`config.mk`:
```
export PLATFORM = sky130hd
export DESIGN_NAME = pirq_irq_router
export DESIGN_NICKNAME = d
export VERILOG_FILES = /design/src/rtl/pirq_rt_pkg.sv /design/src/rtl/pirq_route_regs.sv /design/src/rtl/pirq_sci_decode.sv /design/src/rtl/pirq_pic_mux.sv /design/src/rtl/pirq_route_query.sv /design/src/rtl/pirq_irq_router.sv
export SDC_FILE = /design/constraint.sdc
export NUM_CORES = 1
export LEC_CHECK = 0
export ABC_AREA = 1
export CAP_MARGIN = 20
export CELL_PAD_IN_SITES_DETAIL_PLACEMENT = 1
export CELL_PAD_IN_SITES_GLOBAL_PLACEMENT = 2
export CORE_UTILIZATION = 29
export DETAILED_ROUTE_END_ITERATION = 7
export PLACE_DENSITY = 0.92
export SYNTH_ARGS = -nofsm -noshare
export SYNTH_HDL_FRONTEND = slang
export SYNTH_SLANG_ARGS = --single-unit
```
`constraint.sdc`:
```
create_clock -name clk -period 2.3 [get_ports clk]
set_input_delay 0.345 -clock clk [delete_from_list [all_inputs] [get_ports clk]]
set_output_delay 0.345 -clock clk [all_outputs]
set_load 0.05 [all_outputs]
```
`src/rtl/pirq_rt_pkg.sv`:
```
// Package: shared encodings for the PIRQ router.
// Assumes: GSI numbers fit in 5 bits; the SCI select field is 3 bits wide.
package pirq_rt_pkg;

    typedef enum logic [1:0] {
        QRY_NONE = 2'd0,
        QRY_PIC  = 2'd1,
        QRY_GSI  = 2'd2
    } qry_kind_e;

    localparam int SCI_CODE_W = 3;
    localparam int IRQ_NUM_W  = 5;

    // Map an SCI select code to its target line; valid low means disconnected.
    function automatic logic [IRQ_NUM_W:0] sci_target(input logic [SCI_CODE_W-1:0] code);
        logic [IRQ_NUM_W:0] r;
        case (code)
            3'd0:    r = {1'b1, 5'd9};
            3'd1:    r = {1'b1, 5'd10};
            3'd2:    r = {1'b1, 5'd11};
            3'd4:    r = {1'b1, 5'd20};
            3'd5:    r = {1'b1, 5'd21};
            default: r = {1'b0, 5'd0};
        endcase
        return r;
    endfunction

endpackage

```
`src/rtl/pirq_route_regs.sv`:
```
// Module: route register file. Holds one line-select field and one disable
// flag per PIRQ plus the SCI select code, and pulses route_changed once after
// any route byte write.
// Assumes: route bytes at addresses 0..NUM_PIRQ-1, ACPI control at NUM_PIRQ.
module pirq_route_regs #(
    parameter int NUM_PIRQ = 8,
    parameter int ADDR_W   = 4,
    parameter int SEL_W    = 5,
    parameter int DIS_BIT  = 7,
    parameter int CODE_W   = 3
) (
    input  logic                 clk,
    input  logic                 rst_n,
    input  logic                 reg_we,
    input  logic [ADDR_W-1:0]    reg_addr,
    input  logic [7:0]           reg_wdata,
    output logic [SEL_W-1:0]     route_sel [NUM_PIRQ],
    output logic [NUM_PIRQ-1:0]  route_dis,
    output logic [CODE_W-1:0]    sci_code,
    output logic                 route_changed
);
    localparam logic [ADDR_W-1:0] ACPI_ADDR = ADDR_W'(NUM_PIRQ);

    logic unused_wdata;
    assign unused_wdata = ^reg_wdata[DIS_BIT-1:SEL_W];

    genvar n;
    generate
        for (n = 0; n < NUM_PIRQ; n++) begin : g_route
            // Store the select field and disable flag of PIRQ n.
            always_ff @(posedge clk) begin
                if (!rst_n) begin
                    route_sel[n] <= '0;
                    route_dis[n] <= 1'b1;
                end else if (reg_we && reg_addr == ADDR_W'(n)) begin
                    route_sel[n] <= reg_wdata[SEL_W-1:0];
                    route_dis[n] <= reg_wdata[DIS_BIT];
                end
            end
        end
    endgenerate

    // Store the SCI select code from the ACPI control byte.
    always_ff @(posedge clk) begin
        if (!rst_n)
            sci_code <= '0;
        else if (reg_we && reg_addr == ACPI_ADDR)
            sci_code <= reg_wdata[CODE_W-1:0];
    end

    // Pulse once after any write into either route bank.
    always_ff @(posedge clk) begin
        if (!rst_n)
            route_changed <= 1'b0;
        else
            route_changed <= reg_we && (reg_addr < ACPI_ADDR);
    end

endmodule

```
`src/rtl/pirq_sci_decode.sv`:
```
// Module: SCI target decode. Turns the select code into a one-hot vector over
// all GSI numbers, gated by the SCI level.
// Assumes: target numbers below GSI_LINES.
module pirq_sci_decode #(
    parameter int GSI_LINES = 24,
    parameter int CODE_W    = 3
) (
    input  logic [CODE_W-1:0]    sci_code,
    input  logic                 sci_lvl,
    output logic [GSI_LINES-1:0] sci_vec
);
    import pirq_rt_pkg::*;

    logic [IRQ_NUM_W:0] tgt;

    // Raise the bit of the selected line while the SCI is high.
    always_comb begin
        tgt     = sci_target(sci_code);
        sci_vec = '0;
        for (int k = 0; k < GSI_LINES; k++)
            if (tgt[IRQ_NUM_W] && tgt[IRQ_NUM_W-1:0] == IRQ_NUM_W'(k))
                sci_vec[k] = sci_lvl;
    end

endmodule

```
`src/rtl/pirq_pic_mux.sv`:
```
// Module: PIC wired-OR network. Each PIC line collects every enabled PIRQ
// that selects it plus the SCI contribution for that line.
// Assumes: select values at or above PIC_LINES match no line.
module pirq_pic_mux #(
    parameter int NUM_PIRQ  = 8,
    parameter int PIC_LINES = 16,
    parameter int SEL_W     = 5
) (
    input  logic [NUM_PIRQ-1:0]  pirq_lvl,
    input  logic [SEL_W-1:0]     route_sel [NUM_PIRQ],
    input  logic [NUM_PIRQ-1:0]  route_dis,
    input  logic [PIC_LINES-1:0] sci_pic,
    output logic [PIC_LINES-1:0] pic_irq
);
    genvar k;
    generate
        for (k = 0; k < PIC_LINES; k++) begin : g_line
            // OR together all sources steered to PIC line k.
            always_comb begin
                pic_irq[k] = sci_pic[k];
                for (int n = 0; n < NUM_PIRQ; n++)
                    if (!route_dis[n] && route_sel[n] == SEL_W'(k))
                        pic_irq[k] = pic_irq[k] | pirq_lvl[n];
            end
        end
    endgenerate

endmodule

```
`src/rtl/pirq_route_query.sv`:
```
// Module: route query. Reports where one PIRQ currently lands.
// Assumes: GSI of PIRQ n is PIC_LINES + n.
module pirq_route_query #(
    parameter int NUM_PIRQ  = 8,
    parameter int PIC_LINES = 16,
    parameter int SEL_W     = 5,
    parameter int IDX_W     = 3
) (
    input  logic [IDX_W-1:0]     qry_pirq,
    input  logic [SEL_W-1:0]     route_sel [NUM_PIRQ],
    input  logic [NUM_PIRQ-1:0]  route_dis,
    output logic [1:0]           qry_kind,
    output logic [4:0]           qry_irq
);
    import pirq_rt_pkg::*;

    logic [SEL_W-1:0] sel;
    logic             dis;

    // Select the addressed route and classify it.
    always_comb begin
        sel = '0;
        dis = 1'b0;
        for (int n = 0; n < NUM_PIRQ; n++)
            if (qry_pirq == IDX_W'(n)) begin
                sel = route_sel[n];
                dis = route_dis[n];
            end
        if (dis) begin
            qry_kind = QRY_GSI;
            qry_irq  = 5'(PIC_LINES) + 5'(qry_pirq);
        end else if (32'(sel) < PIC_LINES) begin
            qry_kind = QRY_PIC;
            qry_irq  = 5'(sel);
        end else begin
            qry_kind = QRY_NONE;
            qry_irq  = '0;
        end
    end

endmodule

```
`src/rtl/pirq_irq_router.sv`:
```
// Module: top of the PIRQ router. Wires the register file, SCI decode,
// PIC OR network, fixed APIC mapping and the query port together.
// Assumes: GSI_LINES >= PIC_LINES + NUM_PIRQ.
module pirq_irq_router #(
    parameter int NUM_PIRQ  = 8,
    parameter int PIC_LINES = 16,
    parameter int GSI_LINES = 24,
    parameter int ADDR_W    = 4,
    parameter int SEL_W     = 5
) (
    input  logic                 clk,
    input  logic                 rst_n,
    input  logic                 reg_we,
    input  logic [ADDR_W-1:0]    reg_addr,
    input  logic [7:0]           reg_wdata,
    input  logic [NUM_PIRQ-1:0]  pirq_lvl,
    input  logic                 sci_lvl,
    input  logic [$clog2(NUM_PIRQ)-1:0] qry_pirq,
    output logic [PIC_LINES-1:0] pic_irq,
    output logic [GSI_LINES-1:0] gsi_irq,
    output logic                 route_changed,
    output logic [1:0]           qry_kind,
    output logic [4:0]           qry_irq
);
    import pirq_rt_pkg::*;

    localparam int IDX_W = $clog2(NUM_PIRQ);

    logic [SEL_W-1:0]      route_sel [NUM_PIRQ];
    logic [NUM_PIRQ-1:0]   route_dis;
    logic [SCI_CODE_W-1:0] sci_code;
    logic [GSI_LINES-1:0]  sci_vec;

    pirq_route_regs #(
        .NUM_PIRQ(NUM_PIRQ), .ADDR_W(ADDR_W), .SEL_W(SEL_W),
        .DIS_BIT(7), .CODE_W(SCI_CODE_W)
    ) regs_i (
        .clk(clk), .rst_n(rst_n), .reg_we(reg_we), .reg_addr(reg_addr),
        .reg_wdata(reg_wdata), .route_sel(route_sel), .route_dis(route_dis),
        .sci_code(sci_code), .route_changed(route_changed)
    );

    pirq_sci_decode #(
        .GSI_LINES(GSI_LINES), .CODE_W(SCI_CODE_W)
    ) sci_i (
        .sci_code(sci_code), .sci_lvl(sci_lvl), .sci_vec(sci_vec)
    );

    pirq_pic_mux #(
        .NUM_PIRQ(NUM_PIRQ), .PIC_LINES(PIC_LINES), .SEL_W(SEL_W)
    ) pic_i (
        .pirq_lvl(pirq_lvl), .route_sel(route_sel), .route_dis(route_dis),
        .sci_pic(sci_vec[PIC_LINES-1:0]), .pic_irq(pic_irq)
    );

    pirq_route_query #(
        .NUM_PIRQ(NUM_PIRQ), .PIC_LINES(PIC_LINES), .SEL_W(SEL_W), .IDX_W(IDX_W)
    ) qry_i (
        .qry_pirq(qry_pirq), .route_sel(route_sel), .route_dis(route_dis),
        .qry_kind(qry_kind), .qry_irq(qry_irq)
    );

    genvar g;
    generate
        for (g = 0; g < GSI_LINES; g++) begin : g_gsi
            if (g >= PIC_LINES && g < PIC_LINES + NUM_PIRQ) begin : g_pirq
                // GSI line owned by one PIRQ, plus any SCI on it.
                assign gsi_irq[g] = pirq_lvl[g-PIC_LINES] | sci_vec[g];
            end else begin : g_sci
                // GSI line reachable only by the SCI.
                assign gsi_irq[g] = sci_vec[g];
            end
        end
    endgenerate

endmodule

```
Word level (Yosys, flattened, before mapping)
Cells that the tools add are included.

word-level totals
  logic and storage cells = 674
  output and inout port bits = 48
  bits in registers = 52
  bits of input ports = 27

cells by class
  add/sub/neg operators = 1
  reduce and logical (&&, ||, !) cells = 182
  eq/ne operators = 162
  bitwise gates (word level) = 136
  muxes and demuxes = 173
  order comparisons = 2

operator list
  cell                   count
  $eq A5 B4 Y1 const B   72
  $eq A5 B3 Y1 const B   36
  $logic_and A1 B1 Y1    162
  $mux W1                161
  $or A1 B1 Y1           136
  $eq A5 B2 Y1 const B   18
  $mux W5                10
  $eq A5 B1 Y1 const B   9
  $logic_not A5 Y1       9
  $eq A5 B5 Y1 const B   8
  $pmux W6 S5            1
  $eq A3 B3 Y1 const B   6
  $eq A4 B3 Y1 const B   4
  $eq A3 B2 Y1 const B   3
  $eq A4 B2 Y1 const B   2
  $logic_not A1 Y1       8
  $eq A3 B1 Y1 const B   2
  $logic_not A3 Y1       2
  $add A5 B3 Y5 const A  1
  $lt A5 B5 Y1 const B   1
  $eq A4 B1 Y1 const B   1
  $eq A4 B4 Y1 const B   1
  $logic_not A4 Y1       1
  $lt A4 B4 Y1 const B   1
  $mux W2                1

Depth between registers and ports, before layout
Gate-level depths: netlist (run 1).

  depth in word-level cells = 21
  mapped depth = 11
  mapped depth without buffers = 9

Modules after synthesis
From an unflattened synthesis (run 1), not the netlist that was laid out.

unflattened totals
  cells, all modules = 944
  area total of the unflattened synthesis = 4839.6 µm²

modules (own cells, without submodules)
  module            instances  sequential area each (µm²)  area each (µm²)  cells an instance
  pirq_route_regs   1          1041.0                      2057.0           302
  pirq_pic_mux      1          0.0                         1889.3           465
  pirq_route_query  1          0.0                         601.8            119
  pirq_sci_decode   1          0.0                         201.4            34
  pirq_irq_router   1          0.0                         90.1             24

Worst setup path after synthesis (run 1)
No wires, ideal clock.

  path kind = in2out
  start = in pirq_lvl[2]
  end = out pic_irq[9]
  path buffers = 0
  arrival = 1.662 ns
  required time = 1.955 ns
  path slack = 0.293 ns
  cell stages on the path = 3
  cell sequence = nor3b_1 -> nand2_1 -> o2111ai_1

on the way
  cells in the longest elaborated chain, start to end = 12

ends and longest elaborated chain
  what            line                   source
  from (decl)     pirq_irq_router.sv:16  input logic [NUM_PIRQ-1:0] pirq_lvl,
  $or A1 B1 Y1 *  pirq_pic_mux.sv:23     pic_irq[k] = pic_irq[k] | pirq_lvl[n];
  $mux W1 *       pirq_pic_mux.sv:22     if (!route_dis[n] && route_sel[n] == SEL_W'(k))
  $or A1 B1 Y1    pirq_pic_mux.sv:23
  $mux W1 *       pirq_pic_mux.sv:22
  $or A1 B1 Y1    pirq_pic_mux.sv:23
  $mux W1 *       pirq_pic_mux.sv:22
  $or A1 B1 Y1    pirq_pic_mux.sv:23
  $mux W1 *       pirq_pic_mux.sv:22
  $or A1 B1 Y1    pirq_pic_mux.sv:23
  $mux W1 *       pirq_pic_mux.sv:22
  $or A1 B1 Y1    pirq_pic_mux.sv:23
  $mux W1 *       pirq_pic_mux.sv:22
  to (decl)       pirq_irq_router.sv:19  output logic [PIC_LINES-1:0] pic_irq,

Every way passes the cells marked *; elsewhere a longest branch is shown, timed or not.

Worst setup path after layout (run 1)
  start = in pirq_lvl[6]
  end = out pic_irq[3]

on the way
  cells in the longest elaborated chain, start to end = 4

ends and longest elaborated chain
  what            line
  $or A1 B1 Y1 *  pirq_pic_mux.sv:23
  $mux W1 *       pirq_pic_mux.sv:22
  $or A1 B1 Y1    pirq_pic_mux.sv:23
  $mux W1 *       pirq_pic_mux.sv:22

Marks and branches as above.

==> reports/qor.yml, run 1 <==
fin_ws_ps: 24.6
initial_core_util_pct: 30.2
whs_path_depth: 2
rrSetupSlack_ps: 1420
path_buf_inv: 3
crit_path_start_kind: "input pin"
final_area_um2: 5380
drcViolationCount: 0
antenna_found_initial: 0
die_area_um2: 13100
drive_above_1_share_pct: 22.7
yosys.area.top_type_share_pct: 28.3
nNetsFinal: 712
place_worst_setup_slack_ps: -182
cp_slowest_cell: "clkdlybuf4s50_1"
grt_pass1_wl_um: 25800
finalHoldViolCount: 0
hold_start: "regs_i.route_sel[39]$_SDFFE_PN0P_"
clk_pin_slew_ps: 70
grt_pass1_vias: 4603
ff2ff_path_depth: 2
post-synth-top-count-cell: "nor2_1"
syn_area_um2: 3670
critical-path-top-delay-family: "buffers and inverters"
ys_top_cells_by_area: "dfxtp_1 28%, nor2_1 11%, nand2_1 10%"
wl_per_cell_um: 19.9
p_leak_nw: 2.18
required_ps: 1960
tightest_slew_ps: 518
async_flop_share_pct: 0
n_antenna_cell: 0
skew_ps: 0
syn_inst: 602
crit_chain: "clkdlybuf4s50_1, nor3b_2, buf_4, nand2_1, o22ai_1, nor2_1, nand2_1, buf_12"
finalSetupViolations: 0
maxCapViolations: 0
drt-total-wl_um: 17000
slew_headroom_pct: 65.4
rr_endpoint: "regs_i.route_sel[18]$_SDFFE_PN0P_"
nFillCells: 1557
vias: 4496
peakVddDrop_mv: 0.290
drv_slew: 0
finalCritPeriodShare_pct: 98.9
fmax_mhz: 439
reg2reg_from: "regs_i.route_sel[18]$_SDFFE_PN0P_"
coreArea_um2: 12200
worstPathArrival_ps: 1930
yosysTopAreaCell: "dfxtp_1"
place_area_um2: 4820
cts_root_buffer: "clkbuf_16"
worstHoldPathType: "reg -> reg"
place_congestion: 0.900
portBuffers: 59
min_period_ps: 2280
grt_max_degree: 41
num_rows: 40
grt_overflow: 0
cp-end-kind: "output pin"
synth_flop_cell: "dfxtp_1"
cts_tree: "built"
die_x_um: 115
drt_iter0_drc: 266
cts_buffer_depth: 2
grt_use_total_pct: 26.4
yosys-top-cells-count: "104 x nor2_1, 100 x nand2_1, 75 x inv_1, 59 x o22ai_1, 52 x dfxtp_1"
power_density_nw_per_um2: 433
cts_inserted_buffers: 5
hpwl_um: 13400
syn_area_per_cell_um2: 6.10
clk_latency_ps: 300
firstDrtPassIters: 5
ant_nets: 0
yosysSeqAreaShare_pct: 28.3
synth-seq-cells: 52
yosysUniqueCellTypes: 33
clock_sinks: 52
area_growth_pct: 46.4
synth_edf_count: 0
htreeDepth: 2
path_class: "in -> out"
path_max_fanout: 4
avgViaCountPerCell: 5.26
outcome: "complete, no violations"
yosysWarningCount: 0
min_to: "regs_i.route_sel[39]$_SDFFE_PN0P_"
io_pins: 75
die_h_um: 115
cpPeakStageDelay_ps: 500
crit_path_frequent_cell: "nand2_1"
rsz0062_at_grt: "yes"
-- layer usage --
layer / vias to the layer above / track usage, % / share of wire, % / wire length [um]
met2: 121 / 46.0 / 49 / 8320
met4: 0 / 13.9 / 4.1 / 695
met3: 38 / 3.02 / 3.7 / 622
li1: 2161 / - / - / -
met1: 2176 / 31.9 / 43 / 7320
met5: - / 0 / 0 / 0
-- where the power goes --
| group | internal, mW | switching [mW] | total [mW] |
|---|---|---|---|
| clock | 0.431 | 0.357 | 0.788 |
| sequential | 0.920 | 0.0243 | 0.945 |
| combinational | 0.217 | 0.377 | 0.594 |
| total | 1.57 | 0.759 | 2.33 |
-- how the worst max path moves through the flow --
stage                start     endpoint  cells past startpoint  slack, ps
3_5_place_dp   qry_pirq[2]   qry_irq[0]                     11       -180
5_1_grt        pirq_lvl[6]   pic_irq[3]                      8        -90
6_report       pirq_lvl[6]   pic_irq[3]                      8         20
4_1_cts        pirq_lvl[2]  pic_irq[12]                      8        -10
3_3_place_gp   qry_pirq[0]   qry_irq[3]                     11       -130
2_1_floorplan  pirq_lvl[2]   pic_irq[9]                      3        290
-- cells in the final DEF (no fill, tap or decap), types with 19 or more instances in the layout --
cell type,instances
nor2_1,102
a21oi_1,40
o21ai_0,48
o22ai_1,41
dfxtp_1,52
nand2_1,89
buf_4,37
clkdlybuf4s50_1,19
nand3_1,29
inv_1,72
buf_12,30
-- worst reg2reg max path: cells and delay by family, from the launching register on --
kind,cells,cell delay (ps)
compound gates,1,150
flops,1,570
simple gates,1,100
-- through the flow --
step	hold WS [ps]	power, mW	util, %	instances	setup TNS (ps)
2_1_floorplan	444	1.29	-	614	0
3_3_place_gp	462	1.51	39.6	840	-1430
3_5_place_dp	478	1.52	39.6	840	-1930
4_1_cts	489	2.31	42.3	851	-36.8
5_1_grt	509	2.41	44.2	854	-631
6_report	491	2.33	44.2	854	0
-- final cells by class --
type | instances | area (um2) | share of cell area (%)
tap | 168 | 210 | 3.91
sequential | 52 | 1040 | 19.4
clock inverter | 2 | 10.0 | 0.186
inverter | 80 | 308 | 5.72
clock buffer | 6 | 139 | 2.58
timing repair buffer | 96 | 1190 | 22.2
multi-input combinational | 450 | 2480 | 46.0
-- registers in the layout, indices dropped and copies added (netlist names) --
| register | count |
|---|---|
| regs_i.sci_code | 3 |
| regs_i.route_dis | 8 |
| regs_i.route_changed | 1 |
| regs_i.route_sel | 40 |
-- cells by family (layout without fill, tap and decap cells) --
family	after synthesis	count (layout)	synth area share (%)
and+or+nand+nor	282	282	33.6
AOI/OAI and AO/OA	155	155	23.5
buffers and inverters	112	184	14.5
DFF	52	52	28.3
other	1	13	0.102
-- what timing repair did --
item,CTS,global route
buffers inserted,2,3
setup endpoints to repair,23,23
hold buffers,0,0
cloned,1,0
pin swaps,5,14
gates resized for setup,32,52
No activity file was read; power rests on OpenSTA's default activity.
==> run 2: changes to the inputs <==
MAX_ROUTING_LAYER = met4   (was default)
==> run 2 against run 1 <==
Compared with the run above:
- wire length up 0.89%
- critical path depth unchanged
- clock-buffer cell count unchanged
- largest cell class unchanged
- cell count up 0.12%
- total power down 0.98%
- via count up 0.51%
- first-iteration DRC count down 15%
- utilization up 0.17 points
==> reports/qor.yml, run 2 (same netlist as run 1, synthesis figures left out) <==
outcome: "complete, no violations"  # unchanged
n_antenna_cell: 0  # unchanged
area_growth_pct: 47.0  # was 46.4%
wl_met3_um: 501  # was 622 um
min_period_ps: 2260  # was 2280 ps
num_rows: 40  # unchanged
drt-total-wl_um: 17100  # was 17000 um
reg_top3: "regs_i.route_sel: 40 flops, regs_i.route_dis: 8 flops, regs_i.sci_code: 3 flops"  # unchanged
hold_start: "regs_i.route_sel[4]$_SDFFE_PN0P_"  # was regs_i.route_sel[39]$_SDFFE_PN0P_
finalHoldViolCount: 0  # unchanged
vias: 4519  # was 4496
cpPeakStageDelay_ps: 410  # was 500 ps
p_leak_nw: 2.17  # was 2.18 nW
cts_buffer_depth: 2  # unchanged
whs_path_depth: 2  # unchanged
final_common_cell: "nor2_1"  # unchanged
die_x_um: 115  # unchanged
firstDrtPassIters: 4  # was 5
cts_tree: "built"  # unchanged
cp-startpoint: "pirq_lvl[6]"  # unchanged
place_worst_setup_slack_ps: -165  # was -182 ps
seqCellArea_um2: 1040  # unchanged
hpwl_um: 13600  # was 13400 um
nFillCells: 1547  # was 1557
final_area_um2: 5400  # was 5380 um2
worstHoldPathType: "reg -> reg"  # unchanged
tightest_slew_ps: 538  # was 518 ps
crit_chain: "clkdlybuf4s50_1, nor3b_2, buf_4, nand2_1, inv_1, a21oi_1, nand3b_1, buf_12"  # was clkdlybuf4s50_1, nor3b_2, buf_4, nand2_1, o22ai_1, nor2_1, nand2_1, buf_12
clk_pin_slew_ps: 70  # about the same
htreeDepth: 2  # unchanged
place_area_um2: 4830  # was 4820 um2
ant_nets: 0  # unchanged
grt_pass1_vias: 4567  # was 4603
initial_core_util_pct: 30.2  # unchanged
grt_use_total_pct: 27.2  # was 26.4%
worstPathArrival_ps: 1910  # was 1930 ps
slew_headroom_pct: 64.0  # was 65.4%
cp-end-kind: "output pin"  # unchanged
portBuffers: 59  # unchanged
largest_register: "regs_i.route_sel"  # unchanged
min_to: "regs_i.route_sel[4]$_SDFFE_PN0P_"  # was regs_i.route_sel[39]$_SDFFE_PN0P_
multi_input_area_um2: 2520  # was 2480 um2
clk_latency_ps: 290  # was 300 ps
drv_slew: 0  # unchanged
rrSetupSlack_ps: 1480  # was 1420 ps
peakVddDrop_mv: 0.308  # was 0.290 mV
power_density_nw_per_um2: 427  # was 433 nW/um2
antenna_found_initial: 0  # unchanged
skew_ps: 0  # unchanged
wl_met1_um: 7350  # was 7320 um
die_area_um2: 13100  # unchanged
whs_ps: 500  # was 491 ps
cts-hold-fix-buffers: 0  # unchanged
rsz0062_at_grt: "yes"  # unchanged
ff2ff_path_depth: 2  # unchanged
nNetsFinal: 713  # was 712
place_congestion: 0.987  # was 0.900
reg2reg_from: "regs_i.route_sel[11]$_SDFFE_PN0P_"  # was regs_i.route_sel[18]$_SDFFE_PN0P_
grt_max_degree: 50  # was 41
drt_iter0_drc: 226  # was 266
grt_pass1_wl_um: 25900  # was 25800 um
die_h_um: 115  # unchanged
rr_endpoint: "regs_i.route_sel[11]$_SDFFE_PN0P_"  # was regs_i.route_sel[18]$_SDFFE_PN0P_
cts_root_buffer: "clkbuf_16"  # unchanged
avgViaCountPerCell: 5.29  # was 5.26
clock_sinks: 52  # unchanged
cts_inserted_buffers: 5  # unchanged
fin_ws_ps: 44.8  # was 24.6 ps
largest_register_ffs: 40  # unchanged
coreArea_um2: 12200  # unchanged
path_class: "in -> out"  # unchanged
maxCapViolations: 0  # unchanged
drcViolationCount: 0  # unchanged
finalSetupViolations: 0  # unchanged
wl_per_cell_um: 20.0  # was 19.9 um
mostFrequentLayoutCells: "101 x nor2_1, 86 x nand2_1, 72 x inv_1"  # was 102 x nor2_1, 89 x nand2_1, 72 x inv_1
required_ps: 1960  # about the same
crit_path_start_kind: "input pin"  # unchanged
path_max_fanout: 4  # unchanged
top_layer_used: "met4"  # unchanged
drive_above_1_share_pct: 24.5  # was 22.7%
grt_overflow: 0  # unchanged
fmax_mhz: 443  # was 439 MHz
finalCritPeriodShare_pct: 98.1  # was 98.9%
cp_slowest_cell: "clkdlybuf4s50_1"  # unchanged
io_pins: 75  # unchanged
wl_met2_um: 8610  # was 8320 um
run 2: changes by cell type in the layout (fill, tap and decap cells not counted), moves of 3 or more:
cell | before | now
o22ai_2 | 18 | 23
o22ai_1 | 41 | 36
nor2_2 | 2 | 5
nand3_2 | 15 | 18
nand2_2 | 12 | 16
nand2_1 | 89 | 86
nand3_1 | 29 | 25
run 2: worst max-delay path by stage:
stage                             end  slack (ps)  depth (start not counted)
final                     pic_irq[10]          40                          8
after global routing      pic_irq[10]         -50                          8
after CTS                 pic_irq[11]           1                         10
after detailed placement   qry_irq[0]        -170                         11
after global placement     qry_irq[3]        -110                         11
after floorplan            pic_irq[9]         290                          3
run 2: routing by layer:
layer / GRT usage [%] / vias to the layer above
met5: - / -
met4: 9.87 / 0
met3: 2.33 / 34
met2: 47.9 / 117
met1: 32.2 / 2201
li1: - / 2167
run 2: layout make-up:
class | count | area share [%]
inverter | 80 | 5.70
sequential | 52 | 19.3
timing repair buffer | 97 | 21.7
clock buffer | 6 | 2.57
clock inverter | 2 | 0.185
tap | 168 | 3.89
multi-input combinational | 450 | 46.7
run 2: stage by stage:
stage	setup TNS, ps	std cells	power (mW)	util (%)
2_1_floorplan	0	614	1.29	-
3_3_place_gp	-761	843	1.51	39.7
3_5_place_dp	-1230	843	1.52	39.7
4_1_cts	0	854	2.29	41.7
5_1_grt	-120	855	2.38	44.4
6_report	0	855	2.30	44.4
run 2: timing repair:
item | 4_1_cts | 5_1_grt
buffers inserted | 3 | 1
setup endpoints to repair | 23 | 23
gates resized for setup | 22 | 70
pin swaps | 4 | 24
run 2: worst max-delay path: cells and delay by family:
kind                   cells  cell delay, ps
buffers and inverters      4             840
AO/OA/AOI/OAI              1             220
AND/OR/NAND/NOR            3             490
run 2: report_power, final:
part / internal (mW) / switching (mW) / total [mW]
registers: 0.921 / 0.0228 / 0.943
logic: 0.210 / 0.379 / 0.589
clock network: 0.430 / 0.342 / 0.772
==> run 3: changes to the inputs <==
RECOVER_POWER = 50   (was default)
==> run 3 against run 2 <==
Compared with the run above:
- die area is the same
- largest power group unchanged
- first-iteration DRC count grew 1.3%
- fmax shrank 0.19%
- cell count is the same
- critical endpoint unchanged
==> reports/qor.yml, run 3 (same netlist as run 1, synthesis figures left out) <==
min_period_ps: 2260  # about the same
final_common_cell: "nor2_1"  # unchanged
seq_power_share_pct: 41.0  # was 40.9%
cts_buffer_depth: 2  # unchanged
ff2ff_path_depth: 2  # unchanged
clk_latency_ps: 290  # about the same
drt-total-wl_um: 17100  # about the same
rsz0062_at_grt: "yes"  # unchanged
grt_busiest_layer: "met2"  # unchanged
skew_ps: 0  # unchanged
path_buf_inv: 4  # unchanged
place_congestion: 0.987  # unchanged
rrSetupSlack_ps: 1460  # was 1480 ps
clock_sinks: 52  # unchanged
power_density_nw_per_um2: 427  # about the same
firstDrtPassIters: 4  # unchanged
critPathCapture: "pic_irq[10]"  # unchanged
reg2reg_from: "regs_i.route_sel[11]$_SDFFE_PN0P_"  # unchanged
p_clk_share_pct: 33.5  # about the same
crit_chain: "clkdlybuf4s50_1, nor3b_2, buf_4, nand2_1, inv_1, a21oi_1, nand3b_1, buf_12"  # unchanged
coreArea_um2: 12200  # unchanged
cp-startpoint: "pirq_lvl[6]"  # unchanged
cp_slowest_cell: "clkdlybuf4s50_1"  # unchanged
cts_inserted_buffers: 5  # unchanged
required_ps: 1960  # about the same
drive_above_1_share_pct: 23.9  # was 24.5%
grtUsageMet2_pct: 47.9  # unchanged
cp-end-kind: "output pin"  # unchanged
peakVddDrop_mv: 0.309  # was 0.308 mV
slew_headroom_pct: 41.6  # was 64.0%
place_worst_setup_slack_ps: -165  # unchanged
worstHoldPathType: "reg -> reg"  # unchanged
drt_iter0_drc: 229  # was 226
hpwl_um: 13600  # unchanged
pwr-share-comb_pct: 25.4  # was 25.6%
ant_nets: 0  # unchanged
io_pins: 75  # unchanged
nFillCells: 1547  # unchanged
grt_max_degree: 50  # unchanged
mostFrequentLayoutCells: "101 x nor2_1, 86 x nand2_1, 72 x inv_1"  # unchanged
cts_root_buffer: "clkbuf_16"  # unchanged
grt_use_total_pct: 27.2  # unchanged
initial_core_util_pct: 30.2  # unchanged
outcome: "complete, no violations"  # unchanged
seqCellArea_um2: 1040  # unchanged
nNetsFinal: 713  # unchanged
tns_ps: 0  # unchanged
clk_pin_slew_ps: 70  # about the same
cpPeakStageDelay_ps: 410  # about the same
p_sw_share_pct: 32.3  # about the same
path_class: "in -> out"  # unchanged
cts_tree: "built"  # unchanged
multi_input_area_um2: 2520  # unchanged
worstSetupPathDepth: 8  # unchanged
worstPathArrival_ps: 1910  # about the same
die_area_um2: 13100  # unchanged
grt_pass1_vias: 4567  # unchanged
maxCapViolations: 0  # unchanged
p_switching_uw: 742  # was 744 uW
vias: 4536  # was 4519
grt_overflow: 0  # unchanged
finalCritPeriodShare_pct: 98.2  # was 98.1%
final_cells: 855  # unchanged
drv_slew: 0  # unchanged
die_h_um: 115  # unchanged
p_int_mw: 1.56  # about the same
area_growth_pct: 46.5  # was 47.0%
path_max_fanout: 4  # unchanged
finalHoldViolCount: 0  # unchanged
dp_cells: 843  # unchanged
drcViolationCount: 0  # unchanged
crit_path_start_kind: "input pin"  # unchanged
use_met3_pct: 2.33  # unchanged
finalSetupViolations: 0  # unchanged
critical-path-top-delay-family: "buffers and inverters"  # unchanged
htreeDepth: 2  # unchanged
grt_pass1_wl_um: 25900  # unchanged
reg_top3: "regs_i.route_sel: 40 flops, regs_i.route_dis: 8 flops, regs_i.sci_code: 3 flops"  # unchanged
fmax_mhz: 443  # about the same
rr_endpoint: "regs_i.route_sel[11]$_SDFFE_PN0P_"  # unchanged
antenna_found_initial: 0  # unchanged
fin_ws_ps: 40.4  # was 44.8 ps
avgViaCountPerCell: 5.31  # was 5.29
whs_path_depth: 2  # unchanged
portBuffers: 59  # unchanged
p_leak_nw: 2.15  # was 2.17 nW
met1_usage_pct: 32.2  # unchanged
n_antenna_cell: 0  # unchanged
largest_register: "regs_i.route_sel"  # unchanged
num_rows: 40  # unchanged
die_x_um: 115  # unchanged
largest_register_ffs: 40  # unchanged
wl_per_cell_um: 20.0  # about the same
tightest_slew_ps: 876  # was 538 ps
-- run 3: cell types whose count changed in the layout (fill, tap and decap cells not counted) --
cell	previous run	this run
clkbuf_2	0	1
clkbuf_1	0	4
buf_4	39	34
-- run 3: repair_timing --
item,4_1_cts,5_1_grt
hold buffers,0,0
resized for setup,22,70
cloned,0,0
buffers inserted,3,1
endpoints found under the setup margin,23,23
pin swaps,4,24
-- run 3: power by group through the flow --
stage	registers, mW	logic (mW)	clock network, mW
floorplan	0.957	0.338	0
global placement	0.959	0.546	0
detailed placement	0.961	0.557	0
CTS	0.941	0.566	0.780
global route	0.946	0.620	0.809
finish	0.943	0.585	0.771
-- run 3: area by class of cell --
type / count / area share, %
Multi-Input combinational cell: 450 / 46.8
Inverter: 80 / 5.72
Tap cell: 168 / 3.91
Clock inverter: 2 / 0.186
Sequential cell: 52 / 19.3
Clock buffer: 6 / 2.58
Timing Repair Buffer: 97 / 21.5
-- run 3: stage by stage --
step / total power [mW] / instance area (um2) / utilization, % / hold slack (ps)
2_1_floorplan: 1.29 / 3720 / - / 444
3_3_place_gp: 1.51 / 4830 / 39.7 / 461
3_5_place_dp: 1.52 / 4830 / 39.7 / 469
4_1_cts: 2.29 / 5070 / 41.7 / 494
5_1_grt: 2.38 / 5380 / 44.3 / 519
6_report: 2.30 / 5380 / 44.3 / 503
-- run 3: per-layer routing --
metal	share of wire (%)	wire length [um]
met1	43	7350
met2	50	8590
met3	3.1	526
met4	3.7	637
met5	0	0
-- run 3: worst min path at each step --
| stage | slack, ps | startpoint | end |
|---|---|---|---|
| 2_1_floorplan | 440 | regs_i.route_sel[39]$_SDFFE_PN0P_ | regs_i.route_sel[39]$_SDFFE_PN0P_ |
| 3_3_place_gp | 460 | regs_i.route_sel[19]$_SDFFE_PN0P_ | regs_i.route_sel[19]$_SDFFE_PN0P_ |
| 3_5_place_dp | 470 | regs_i.route_sel[39]$_SDFFE_PN0P_ | regs_i.route_sel[39]$_SDFFE_PN0P_ |
| 4_1_cts | 490 | regs_i.route_sel[19]$_SDFFE_PN0P_ | regs_i.route_sel[19]$_SDFFE_PN0P_ |
| 5_1_grt | 520 | regs_i.route_sel[19]$_SDFFE_PN0P_ | regs_i.route_sel[19]$_SDFFE_PN0P_ |
| 6_report | 500 | regs_i.route_sel[4]$_SDFFE_PN0P_ | regs_i.route_sel[4]$_SDFFE_PN0P_ |
-- run 3: tightest hold or removal path: stages, from the launching register on --
cell and delay, ps:
dfxtp_1 310, inv_1 80, a21oi_1 60
